<file path="src/rtl/bt_pkg.sv">
package bt_pkg;
    typedef enum logic [1:0] {
        SEG_SYNC = 2'd0,
        SEG_PH1  = 2'd1,
        SEG_PH2  = 2'd2
    } seg_e;
endpackage

</file>
<file path="src/rtl/bt_tq_div.sv">
// Time quantum divider: one tick every div_m1+1 clocks.
module bt_tq_div #(
    parameter int PRESC_W = 6
) (
    input  logic               clk,
    input  logic               rst_n,
    input  logic [PRESC_W-1:0] div_m1,
    output logic               tick
);
    logic [PRESC_W-1:0] cnt_d, cnt_q;

    // A larger-or-equal compare keeps a shrinking divisor from wrapping the count.
    always_comb begin
        tick  = (cnt_q >= div_m1);
        cnt_d = tick ? '0 : cnt_q + 1'b1;
    end

    always_ff @(posedge clk or negedge rst_n) begin
        if (!rst_n) cnt_q <= '0;
        else        cnt_q <= cnt_d;
    end
endmodule

</file>
<file path="src/rtl/bt_edge_det.sv">
// Keeps the line level of the previous quantum and flags recessive-to-dominant changes.
module bt_edge_det (
    input  logic clk,
    input  logic rst_n,
    input  logic tick,
    input  logic rx,
    output logic fall
);
    logic lvl_d, lvl_q;

    always_comb begin
        lvl_d = tick ? rx : lvl_q;
        fall  = tick & lvl_q & ~rx;
    end

    always_ff @(posedge clk or negedge rst_n) begin
        if (!rst_n) lvl_q <= 1'b1;
        else        lvl_q <= lvl_d;
    end
endmodule

</file>
<file path="src/rtl/bt_seg_seq.sv">
// Segment sequencer: walks sync / phase 1 / phase 2, applies hard sync and
// bounded resynchronization, and produces the sample strobe.
module bt_seg_seq
    import bt_pkg::*;
#(
    parameter int PH1_W = 4,
    parameter int PH2_W = 3,
    parameter int SJW_W = 2
) (
    input  logic             clk,
    input  logic             rst_n,
    input  logic             tick,
    input  logic             fall,
    input  logic             idle,
    input  logic             rx,
    input  logic [PH1_W-1:0] cfg_ph1,
    input  logic [PH2_W-1:0] cfg_ph2,
    input  logic [SJW_W-1:0] cfg_sjw,
    output logic             strobe,
    output logic             value
);
    localparam int W_A   = (PH1_W > PH2_W) ? PH1_W : PH2_W;
    localparam int W_B   = (W_A > SJW_W) ? W_A : SJW_W;
    localparam int CNT_W = W_B + 2;
    localparam logic [CNT_W-1:0] ONE = CNT_W'(1);

    typedef struct packed {
        seg_e             seg;
        logic [CNT_W-1:0] cnt;
        logic [CNT_W-1:0] len1;
        logic [CNT_W-1:0] len2;
        logic             strobe;
        logic             value;
    } seq_t;

    seq_t d, q;

    logic [CNT_W-1:0] jump, nom1, nom2, err1, adj1, len1_n;
    logic [CNT_W-1:0] rem2, adj2, len2_n;

    always_comb begin
        jump   = CNT_W'(cfg_sjw) + ONE;
        nom1   = CNT_W'(cfg_ph1) + ONE;
        nom2   = CNT_W'(cfg_ph2) + ONE;
        // Late edge in phase 1: error counts the quanta since the sync segment.
        err1   = q.cnt + ONE;
        adj1   = (err1 < jump) ? err1 : jump;
        len1_n = (fall && !idle) ? q.len1 + adj1 : q.len1;
        // Early edge in phase 2: at most the quanta still left after this one.
        rem2   = (q.len2 > q.cnt) ? q.len2 - q.cnt - ONE : '0;
        adj2   = (rem2 < jump) ? rem2 : jump;
        len2_n = (fall && !idle) ? q.len2 - adj2 : q.len2;

        d        = q;
        d.strobe = 1'b0;
        if (tick) begin
            if (fall && idle) begin
                // Hard sync: this quantum is the sync segment.
                d.seg  = SEG_PH1;
                d.cnt  = '0;
                d.len1 = nom1;
                d.len2 = nom2;
            end else begin
                unique case (q.seg)
                    SEG_SYNC: begin
                        d.seg  = SEG_PH1;
                        d.cnt  = '0;
                        d.len1 = nom1;
                        d.len2 = nom2;
                    end
                    SEG_PH1: begin
                        d.len1 = len1_n;
                        if (q.cnt == len1_n - ONE) begin
                            d.seg    = SEG_PH2;
                            d.cnt    = '0;
                            d.strobe = 1'b1;
                            d.value  = rx;
                        end else begin
                            d.cnt = q.cnt + ONE;
                        end
                    end
                    SEG_PH2: begin
                        d.len2 = len2_n;
                        if (q.cnt >= len2_n - ONE) begin
                            d.seg = SEG_SYNC;
                            d.cnt = '0;
                        end else begin
                            d.cnt = q.cnt + ONE;
                        end
                    end
                    default: begin
                        d.seg = SEG_SYNC;
                        d.cnt = '0;
                    end
                endcase
            end
        end
    end

    always_ff @(posedge clk or negedge rst_n) begin
        if (!rst_n) begin
            q.seg    <= SEG_SYNC;
            q.cnt    <= '0;
            q.len1   <= ONE;
            q.len2   <= ONE;
            q.strobe <= 1'b0;
            q.value  <= 1'b1;
        end else begin
            q <= d;
        end
    end

    assign strobe = q.strobe;
    assign value  = q.value;
endmodule

</file>
<file path="src/rtl/bit_timing_gen.sv">
module bit_timing_gen #(
    parameter int PRESC_W = 6,
    parameter int PH1_W   = 4,
    parameter int PH2_W   = 3,
    parameter int SJW_W   = 2
) (
    input  logic               clk,
    input  logic               rst_n,
    input  logic [PRESC_W-1:0] cfg_presc,
    input  logic [PH1_W-1:0]   cfg_ph1,
    input  logic [PH2_W-1:0]   cfg_ph2,
    input  logic [SJW_W-1:0]   cfg_sjw,
    input  logic               bus_idle,
    input  logic               rx_in,
    output logic               tq_pulse,
    output logic               bit_strobe,
    output logic               bit_value
);
    logic fall;

    bt_tq_div #(.PRESC_W(PRESC_W)) u_div (
        .clk    (clk),
        .rst_n  (rst_n),
        .div_m1 (cfg_presc),
        .tick   (tq_pulse)
    );

    bt_edge_det u_edge (
        .clk   (clk),
        .rst_n (rst_n),
        .tick  (tq_pulse),
        .rx    (rx_in),
        .fall  (fall)
    );

    bt_seg_seq #(.PH1_W(PH1_W), .PH2_W(PH2_W), .SJW_W(SJW_W)) u_seq (
        .clk     (clk),
        .rst_n   (rst_n),
        .tick    (tq_pulse),
        .fall    (fall),
        .idle    (bus_idle),
        .rx      (rx_in),
        .cfg_ph1 (cfg_ph1),
        .cfg_ph2 (cfg_ph2),
        .cfg_sjw (cfg_sjw),
        .strobe  (bit_strobe),
        .value   (bit_value)
    );
endmodule

</file>
<file path="config.mk">
export PLATFORM = sky130hd
export DESIGN_NAME = bit_timing_gen
export DESIGN_NICKNAME = d
export VERILOG_FILES = /design/src/rtl/bt_pkg.sv /design/src/rtl/bt_tq_div.sv /design/src/rtl/bt_edge_det.sv /design/src/rtl/bt_seg_seq.sv /design/src/rtl/bit_timing_gen.sv
export SDC_FILE = /design/constraint.sdc
export NUM_CORES = 1
export LEC_CHECK = 0
export BUFFER_PORTS_ARGS = -buffer_cell sky130_fd_sc_hd__buf_4
export CAP_MARGIN = 20
export CELL_PAD_IN_SITES_DETAIL_PLACEMENT = 1
export CELL_PAD_IN_SITES_GLOBAL_PLACEMENT = 1
export CORE_UTILIZATION = 38
export DETAILED_ROUTE_END_ITERATION = 8
export PLACE_DENSITY_LB_ADDON = 0.1
export SYNTH_ARGS = -nofsm -noshare
export SYNTH_HDL_FRONTEND = slang
export SYNTH_SLANG_ARGS = --single-unit
</file>
<file path="constraint.sdc">
create_clock -name clk -period 15.95 [get_ports clk]
set_input_delay 3.19 -clock clk [delete_from_list [all_inputs] [get_ports clk]]
set_output_delay 3.19 -clock clk [all_outputs]
set_load 0.01 [all_outputs]
</file>
* Word level (Yosys, flattened, before mapping)
Cells that the tools add are included.
** Storage, ports and cells
- Flip-flop bits (word level) :: 29
- Bits in latches :: 0
- Memory bits (writable) :: 0
- ROM bits :: 0
- Input bits :: 19
- Output and inout bits :: 3
- Word-level logic and storage cells :: 61
- Memories :: 0
** Cells by class
- Add/subtract/negate cells :: 11
- Multipliers :: 0
- Div/mod/pow operators :: 0
- $lt $le $gt $ge :: 5
- Equality and inequality tests :: 5
- Shifts and indexed selects :: 0
- Muxes and demuxes :: 18
- Bitwise operators :: 4
- Reduce and logical (&&, ||, !) cells :: 10
** Operator list (number)
- 6-bit two-way mux :: 8
- 6-bit case mux with 2 select lines :: 2
- 8-bit case mux with 3 select lines :: 1
- 20-bit two-way mux :: 1
- 6-bit by 1-bit subtractor with 6-bit output (second input constant) :: 3
- 6-bit by 1-bit adder with 6-bit output (second input constant) :: 2
- 6-bit greater-or-equal comparator :: 2
- 6-bit less-than comparator :: 2
- 2-bit two-way mux :: 6
- 6-bit subtractor :: 2
- 6-bit adder :: 1
- 6-bit equality test :: 1
- 6-bit greater-than comparator :: 1
- 3-bit by 1-bit != test with 1-bit output (second input constant) :: 2
- 3-bit nonzero test :: 2
- 4-bit by 1-bit adder with 5-bit output (second input constant) :: 1
- 3-bit by 1-bit adder with 4-bit output (second input constant) :: 1
- 2-bit AND reduction :: 2
- 4-bit AND reduction :: 1
- 2-bit by 1-bit adder with 3-bit output (second input constant) :: 1
- 3-bit AND reduction :: 1
- 1-bit bitwise AND :: 2
- 2-bit by 1-bit equality test with 1-bit output (second input constant) :: 1
- 2-bit equality test (second input constant) :: 1
- other kinds (4) :: 6

* Logic depth before layout (Yosys ltp)
Gate-level depths: netlist (run 1).
- Word-level depth :: 12
- Gate-level depth with buffers :: 31
- Depth with buffers taken out :: 31

* Modules after synthesis
From an unflattened synthesis (run 1), not the netlist that was laid out.
** Second synthesis, totals
- Cell total of the unflattened synthesis :: 354
- Area, all modules :: 3099.2 um^2
** By module, submodules not included
- bt_seg_seq :: instances 1, cells each 307, area an instance 2627.5 um^2, seq. area each 554.3 um^2
- bt_tq_div :: instances 1, cells each 44, area an instance 420.4 um^2, seq. area each 150.1 um^2
- bt_edge_det :: instances 1, cells each 3, area an instance 51.3 um^2, seq. area each 26.3 um^2

* Worst setup path before layout (run 1)
No wires, ideal clock.
- Path kind :: input to register
- Start point :: input cfg_sjw[0]
- End point :: register u_seq.q[18] in the netlist's numbering
- Setup time :: 0.090 ns
- Arrival time :: 7.728 ns
- Data required time :: 15.860 ns
- Path slack :: 8.132 ns
- Cell stages on the path :: 21
- Buffers on the path :: 0
- Cell sequence :: ha_1 -> inv_1 -> ha_1 -> a21o_1 -> a221o_1 -> mux2i_1 -> ha_1 -> inv_1 -> fa_1 -> mux2i_1 -> ha_1 -> ha_1 -> a21o_1 -> a21o_1 -> a21o_1 -> a21o_1 -> a211o_1 -> a22oi_1 -> o21ai_4 -> or4_1 -> o221ai_1
** On the way
- Word-level cells in the longest chain between the ends :: 10
- Elaborated cells on any way between the ends :: 17
- Those cells by class :: 5 x add/sub; 3 x order compare; 1 x eq/ne; 8 x mux
** RTL lines
- start, declared :: line bit_timing_gen.sv:12 : input logic [SJW_W-1:0] cfg_sjw,
- 2-bit by 1-bit adder with 3-bit output (*) :: line bt_seg_seq.sv:42 : jump = CNT_W'(cfg_sjw) + ONE;
- 6-bit less-than comparator, on equally long branches :: line bt_seg_seq.sv:51, bt_seg_seq.sv:47
- 6-bit two-way mux, on equally long branches :: line bt_seg_seq.sv:51, bt_seg_seq.sv:47
- 6-bit subtractor / 6-bit adder (equally long branches) :: line bt_seg_seq.sv:52, bt_seg_seq.sv:48
- 6-bit two-way mux, on equally long branches :: line bt_seg_seq.sv:52, bt_seg_seq.sv:48
- 6-bit by 1-bit subtractor with 6-bit output, on equally long branches :: line bt_seg_seq.sv:84, bt_seg_seq.sv:73
- 6-bit greater-or-equal comparator / 6-bit equality test (equally long branches) :: line bt_seg_seq.sv:84, bt_seg_seq.sv:73
- 6-bit two-way mux, on equally long branches :: line bt_seg_seq.sv:84, bt_seg_seq.sv:73
- 8-bit case mux with 3 select lines (*) :: line bt_seg_seq.sv:64 : unique case (q.seg)
- 20-bit two-way mux (*) :: line bt_seg_seq.sv:57 : if (fall && idle) begin
- end, declared :: line bt_seg_seq.sv:36 : seq_t d, q;
Mark *: on every way between the ends. The rest lies on a longest branch, timed or not.
A chain may end at the register's enable or synchronous reset.

* Worst setup path after layout (run 1)
- Start point :: input cfg_presc[3]
- End point :: output tq_pulse
** On the way
- Word-level cells in the longest chain between the ends :: 1
** RTL lines
- start, declared :: line bit_timing_gen.sv:9 : input logic [PRESC_W-1:0] cfg_presc,
- 6-bit greater-or-equal comparator :: line bt_tq_div.sv:14 : tick = (cnt_q >= div_m1);
- end, declared :: line bit_timing_gen.sv:15 : output logic tq_pulse,
No other way between the ends.

==> flow_metrics.py, run 1 <==
metrics = {
    "outcome": {
        "outcome": "complete, no violations",
    },
    "setup_path": {
        "worstPathMaxFanout": 20,
        "r2r_slack_ns": 9.29,
        "endpoint_kind": "primary output",
        "critPathKind": "input pin to primary output",
        "worstPathRequired_ns": 12.76,
        "rr_worst_depth": 28,
        "cp-start-kind": "input pin",
        "critPathArrivalTime_ns": 5.01,
        "reg2reg_to": "u_seq.q[18]",
        "reg2reg_from": "u_seq.q[16]",
    },
    "clocking": {
        "cts-resized-gates": 0,
        "clock_sinks": 29,
        "cts_setup_buffers": 0,
        "cts_buffers": 5,
        "postCtsHoldBufs": 0,
        "clock_latency_ns": 0.29,
        "root_buffer": "clkbuf_8",
        "htree_levels": 2,
        "cts_tree": "built",
        "clockBufferDepth": 2,
        "cts.clk_slew.worst_paths_ns": 0.06,
    },
    "routing": {
        "drtPass1Iterations": 4,
        "wl_mm": 7.72,
        "drtAntennaViolNets": 0,
        "vias_per_cell": 5.43,
        "drt_iter0_markers": 76,
        "wl_per_cell_um": 15.9,
        "vias": 2638,
        "post-route-drc-count": 0,
    },
    "placement": {
        "post-place-ws_ns": 7.54,
        "hpwl_mm": 6.37,
        "place_area_sq_um": 3270,
        "io_buffers": 21,
        "gp_congestion": 0.833,
        "dpl.cell_count": 478,
    },
    "sta": {
        "finalHoldViolations": 0,
        "fin_crit_ns": 8.20,
        "fmax_ghz": 0.122,
        "slew-limit-headroom_pct": 54.1,
        "skew_ns": 0.00955,
        "fin_hold_ws_ns": 0.478,
        "setup_violations": 0,
        "finalCritPeriodShare_pct": 51.4,
        "max_slew.worst_pin.slew_ns": 0.688,
        "slew_viol_final": 0,
        "setup_tns_ns": 0,
        "grt_setup_unrepaired": "no",
        "final.setup.worst_slack_ns": 7.75,
    },
    "global_route": {
        "antenna_found_initial": 0,
        "grt_pass1_vias": 2745,
        "grt_pass1_wl_mm": 13.5,
        "gr-usage-all-layers_pct": 20.2,
        "grt_overflow": 0,
        "grt_max_degree": 30,
    },
    "logic_synthesis": {
        "ys_ff_latch": 29,
        "ys_warn_count": 0,
        "ys_top_cells_by_count": "40 x ha_1, 34 x nand2_1, 29 x a21oi_1, 29 x nor2_1, 26 x inv_1",
        "synth_top_area_cell": "dfrtp_1",
        "ys_top_cells_by_area": "dfrtp_1 21%, ha_1 17%, a21oi_1 4.8%",
        "synthCells": 362,
        "seq_area_frac_synth_pct": 24.2,
        "asyncSetResetFlopFracSynth_pct": 100,
        "yosys.area.top_type_share_pct": 20.7,
        "yosys_most_used_dff": "dfrtp_1",
        "synth-edff-count": 0,
        "syn_area_sq_um": 3020,
        "syn_avg_cell_area_sq_um": 8.35,
        "synth.distinct_cells": 57,
        "synth.most_common_cell": "ha_1",
    },
    "floorplanning": {
        "io_pins": 22,
        "dieHeight_um": 91.2,
        "row_count": 32,
        "coreArea_sq_um": 7730,
        "dieArea_sq_um": 8320,
        "die_x_um": 91.2,
        "start_util_pct": 39.1,
    },
    "power": {
        "p_int_mw": 0.306,
        "switching_share_pct": 47.8,
        "p_clk_share_pct": 11.1,
        "switching_power_mw": 0.281,
        "pwr-share-seq_pct": 24.5,
        "vdd_drop_max_uv": 73.5,
        "power_density_nw_per_um2": 175,
        "p_leak_nw": 1.61,
        "combPwrFrac_pct": 64.4,
    },
    "cells_and_area": {
        "fillers": 940,
        "areaGrowthSynthToFinish_pct": 11.3,
        "nNetsFinal": 445,
        "stdcell_count": 486,
        "drive_gt1_share_pct": 10.7,
        "n_antenna_cell": 0,
        "final_cell_area_sq_um": 3360,
    },
    "job": {
        "drv_cap": 0,
    },
    "worst_hold_path": {
        "hold_depth": 2,
        "min_path_type": "register to register",
        "holdCritStartpoint": "u_edge.lvl_q",
        "whs_endpoint": "u_edge.lvl_q",
    },
}
[state kept, by name, indices dropped and copies added, names as in the netlist]
register / cells
u_seq.value: 1
u_div.cnt_q: 6
u_edge.lvl_q: 1
u_seq.q: 20
u_seq.strobe: 1
[cells in the final DEF, fill, tap and decap left out, drive strengths merged, types with 4 or more instances in the layout]
cell type	n
ha	40
a211oi	4
dfrtp	25
xor2	13
a21oi	30
o21ai	21
inv	26
buf	21
o22ai	5
a21o	17
a31oi	4
clkbuf	8
conb	4
and2	4
nor3	6
dfstp	4
nand2	34
xnor2	16
mux2i	7
nand2b	8
nor2	29
nand3	13
[how the worst max path moves through the flow]
stage / from / to / slack [ns] / cells past startpoint
2_1_floorplan: cfg_sjw[0] / u_seq.q[18] / 8.13 / 21
3_3_place_gp: cfg_sjw[0] / u_seq.q[18] / 7.72 / 23
3_5_place_dp: cfg_sjw[0] / u_seq.q[18] / 7.54 / 22
4_1_cts: cfg_presc[3] / tq_pulse / 7.73 / 8
5_1_grt: cfg_sjw[0] / u_seq.q[18] / 7.57 / 23
6_report: cfg_presc[3] / tq_pulse / 7.75 / 8
[area by class of cell]
type	count	area [sq um]	share of cell area, %
sequential	29	731	21.7
clock buffer	8	90.1	2.68
timing repair buffer	21	158	4.69
inverter	26	97.6	2.90
tap	102	128	3.79
multi-input combinational	300	2160	64.2
[routing by layer]
layer	track usage (%)	vias up	share of wire, %
met5	0	-	0
met2	33.8	23	47
met3	2.76	8	1.8
li1	-	1325	-
met1	27.7	1282	50
met4	4.50	0	1.1
[cells by family (layout without fill, tap and decap cells)]
logic type | count (synthesis) | after routing | synth area share [%]
AO/OA/AOI/OAI | 98 | 98 | 20.9
XOR/XNOR | 30 | 30 | 9.15
adder cells (fa/ha/maj) | 43 | 43 | 18.5
buffers and inverters | 35 | 55 | 4.64
flip-flops | 29 | 29 | 24.2
multiplexers | 10 | 10 | 3.56
other | 2 | 4 | 0.248
AND/OR/NAND/NOR | 115 | 115 | 18.7
[worst max-delay path: stages]
cell and delay [ns]:
buf_4 0.08, inv_1 0.03, ha_1 0.30, a21oi_1 0.20, o21a_1 0.14, o21a_1 0.37
inv_1 0.43, buf_4 0.28
[power by group through the flow]
stage                     Clock (mW)  Combinational (mW)  Sequential [mW]
final                         0.0649               0.378            0.144
after global routing          0.0687               0.433            0.150
after CTS                     0.0662               0.383            0.144
after detailed placement           0               0.379            0.146
after global placement             0               0.371            0.145
after floorplan                    0               0.302            0.128
[per-stage QoR]
| step | util [%] | power (mW) |
|---|---|---|
| floorplan | - | 0.430 |
| global placement | 42.4 | 0.517 |
| detailed placement | 42.4 | 0.525 |
| CTS | 43.5 | 0.593 |
| global route | 43.5 | 0.652 |
| finish | 43.5 | 0.587 |
No activity file was read; power rests on OpenSTA's default activity.
==> run 2, diff against run 1 <==
--- a/config.mk
+++ b/config.mk
@@ -5,6 +5,7 @@
 export SDC_FILE = /design/constraint.sdc
 export NUM_CORES = 1
 export LEC_CHECK = 0
+export ABC_AREA = 1
 export BUFFER_PORTS_ARGS = -buffer_cell sky130_fd_sc_hd__buf_4
 export CAP_MARGIN = 20
 export CELL_PAD_IN_SITES_DETAIL_PLACEMENT = 1
==> constraint.sdc (replaced) <==
create_clock -name clk -period 7.4 [get_ports clk]
set_input_delay 1.48 -clock clk [delete_from_list [all_inputs] [get_ports clk]]
set_output_delay 1.48 -clock clk [all_outputs]
set_load 0.01 [all_outputs]
==> run 2 against run 1 <==
Sequential share of layout area down 0.82 points. Largest cell class unchanged. Via count up 10%. Core utilization up 1.0 points. Critical endpoint is now u_seq.q[21]. Area after synthesis up 3.3%. Critical path type is now register to register. Final area up 3.9%.
==> flow_metrics.py, run 2 <==
metrics = {
    "outcome": {
        "outcome": "complete, no violations",
    },
    "placement": {
        "gp_congestion": 0.854,
        "hpwl_mm": 6.88,
        "io_buffers": 21,
        "place_area_sq_um": 3390,
    },
    "global_route": {
        "grt_max_degree": 30,
        "antenna_found_initial": 0,
        "gr-usage-all-layers_pct": 21.6,
        "grt_pass1_wl_mm": 14.7,
        "grt_overflow": 0,
        "grt_pass1_vias": 3118,
    },
    "cells_and_area": {
        "final_common_cell": "nand2_1",
        "multi_input_area_sq_um": 2120,
        "largestRegisters": "u_seq.q: 20 flops, u_div.cnt_q: 6 flops",
        "largest_register": "u_seq.q",
        "nNetsFinal": 523,
        "final_cell_area_sq_um": 3490,
        "n_antenna_cell": 0,
        "drive_gt1_share_pct": 13.0,
        "largest_reg_flops": 20,
        "seq_area_sq_um": 731,
        "fillers": 1030,
        "areaGrowthSynthToFinish_pct": 11.9,
        "layout_common_cells": "94 x nand2_1, 67 x inv_1, 40 x ha_1",
    },
    "sta": {
        "fin_crit_ns": 5.65,
        "max_slew.worst_pin.slew_ns": 0.961,
        "fmax_ghz": 0.177,
        "finalHoldViolations": 0,
        "grt_setup_unrepaired": "no",
        "setup_tns_ns": 0,
        "slew-limit-headroom_pct": 35.2,
        "slew_viol_final": 0,
        "setup_violations": 0,
        "finalCritPeriodShare_pct": 76.4,
        "skew_ns": 0.0146,
    },
    "logic_synthesis": {
        "synthSimpleGateAreaFrac_pct": 30.9,
        "synthCells": 434,
        "ys_ff_latch": 29,
        "synth.most_common_cell": "nand2_1",
        "synth-edff-count": 0,
        "seq_area_frac_synth_pct": 23.4,
        "synth_top_area_cell": "dfrtp_1",
        "syn_area_sq_um": 3120,
        "syn_avg_cell_area_sq_um": 7.19,
        "synth_compound_area_share_pct": 12.7,
        "synth.distinct_cells": 39,
        "yosys.area.top_type_share_pct": 20.0,
        "asyncSetResetFlopFracSynth_pct": 100,
        "ys_warn_count": 0,
        "ys_top_cells_by_area": "dfrtp_1 20%, ha_1 16%, nand2_1 11%",
        "yosys.area_share.adder_pct": 18.0,
        "ys_top_cells_by_count": "94 x nand2_1, 67 x inv_1, 40 x ha_1",
        "yosys_most_used_dff": "dfrtp_1",
        "synth_top_family_by_area": "simple AND/OR/NAND/NOR gates",
        "synthMuxAreaShare_pct": 0.441,
        "synthXorXnorAreaFrac_pct": 5.33,
    },
    "setup_path": {
        "critPathArrivalTime_ns": 5.83,
        "critPathMaxStageDelay_ns": 0.45,
        "endpoint_kind": "register",
        "cp-start-kind": "register",
        "worst-path-buf-inv": 5,
        "cp_top_family": "compound AO/OA/AOI/OAI gates",
        "worstPathRequired_ns": 7.58,
        "worstPathMaxFanout": 6,
        "path_common_cell": "inv_1",
        "critPathKind": "register to register",
        "slowest_stage": "dfrtp_1",
    },
    "clocking": {
        "cts_buffers": 5,
        "clock_latency_ns": 0.29,
        "cts.clk_slew.worst_paths_ns": 0.07,
        "root_buffer": "clkbuf_8",
        "postCtsHoldBufs": 0,
        "clockBufferDepth": 2,
        "clock_sinks": 29,
        "cts_setup_buffers": 0,
        "cts_tree": "built",
        "cts-resized-gates": 0,
        "htree_levels": 2,
    },
    "floorplanning": {
        "dieHeight_um": 92.6,
        "row_count": 32,
        "coreArea_sq_um": 7850,
        "start_util_pct": 39.8,
        "die_x_um": 92.6,
        "dieArea_sq_um": 8580,
        "io_pins": 22,
    },
    "job": {
        "drv_cap": 0,
    },
    "routing": {
        "vias": 2908,
        "drt_iter0_markers": 71,
        "wl_mm": 8.48,
        "post-route-drc-count": 0,
        "drtPass1Iterations": 4,
        "vias_per_cell": 5.16,
        "wl_per_cell_um": 15.0,
        "drtAntennaViolNets": 0,
    },
    "worst_hold_path": {
        "min_path_type": "register to register",
    },
}
==> run 2: cell types whose count changed in the layout (fill, tap and decap cells not counted), sizes merged, moves of 9 or more <==
cell / change
a21oi: -9
o21ai: +12
a21o: -17
inv: +41
nand4: +14
nand2: +72
nand3: +30
xnor2: -11
==> run 2: path summary, 6_finish.rpt <==
| check | cells past startpoint | startpoint | endpoint | slack [ns] |
|---|---|---|---|---|
| max reg2reg | 32 | u_seq.q[17] | u_seq.q[21] | 1.75 |
| max in group asynchronous | 1 | rst_n | u_seq.q[2] | 5.93 |
| max | 32 | u_seq.q[17] | u_seq.q[21] | 1.75 |
| min in group asynchronous | 1 | rst_n | u_seq.q[10] | 1.12 |
| min | 2 | u_seq.value | u_seq.value | 0.47 |
| min reg2reg | 2 | u_seq.value | u_seq.value | 0.47 |
==> run 2: cells by family (layout without fill, tap and decap cells) <==
logic type | Yosys count | after routing
AND/OR/NAND/NOR | 199 | 199
buffers and inverters | 71 | 97
AO/OA/AOI/OAI | 70 | 70
adder cells (fa/ha/maj) | 43 | 43
flip-flops | 29 | 29
XOR/XNOR | 19 | 19
other | 2 | 4
multiplexers | 1 | 1
==> run 2: tightest hold or removal path, stage by stage (launching register included) <==
cell and delay [ns]:
dfstp_2 0.37, nand2_1 0.05, nand2_1 0.05
==> run 2: layer usage <==
layer | vias to the layer above | part of all wire, % | global-route usage [%]
met2 | 29 | 49 | 38.3
met4 | 0 | 1.5 | 6.15
li1 | 1495 | - | -
met1 | 1374 | 48 | 27.6
met3 | 10 | 2.0 | 2.55
met5 | - | 0 | 0
==> run 2: cell type report <==
class	instances	area share, %
tap	102	3.65
multi-input combinational	336	60.6
clock buffer	7	2.76
inverter	67	7.20
clock inverter	1	0.143
sequential	29	20.9
timing repair buffer	22	4.73
==> run 2: per-stage QoR <==
step | setup slack (ns) | hold WS [ns] | std cells | util [%]
floorplan | 2.26 | 0.454 | 436 | -
global placement | 1.81 | 0.456 | 556 | 43.2
detailed placement | 1.66 | 0.466 | 556 | 43.2
CTS | 1.73 | 0.477 | 564 | 44.5
global route | 1.22 | 0.510 | 564 | 44.5
finish | 1.75 | 0.474 | 564 | 44.5
Power of run 2 is left out: the tool's default activity adds up to more than one toggle a clock period on the data nets, which glitch-free logic cannot reach.
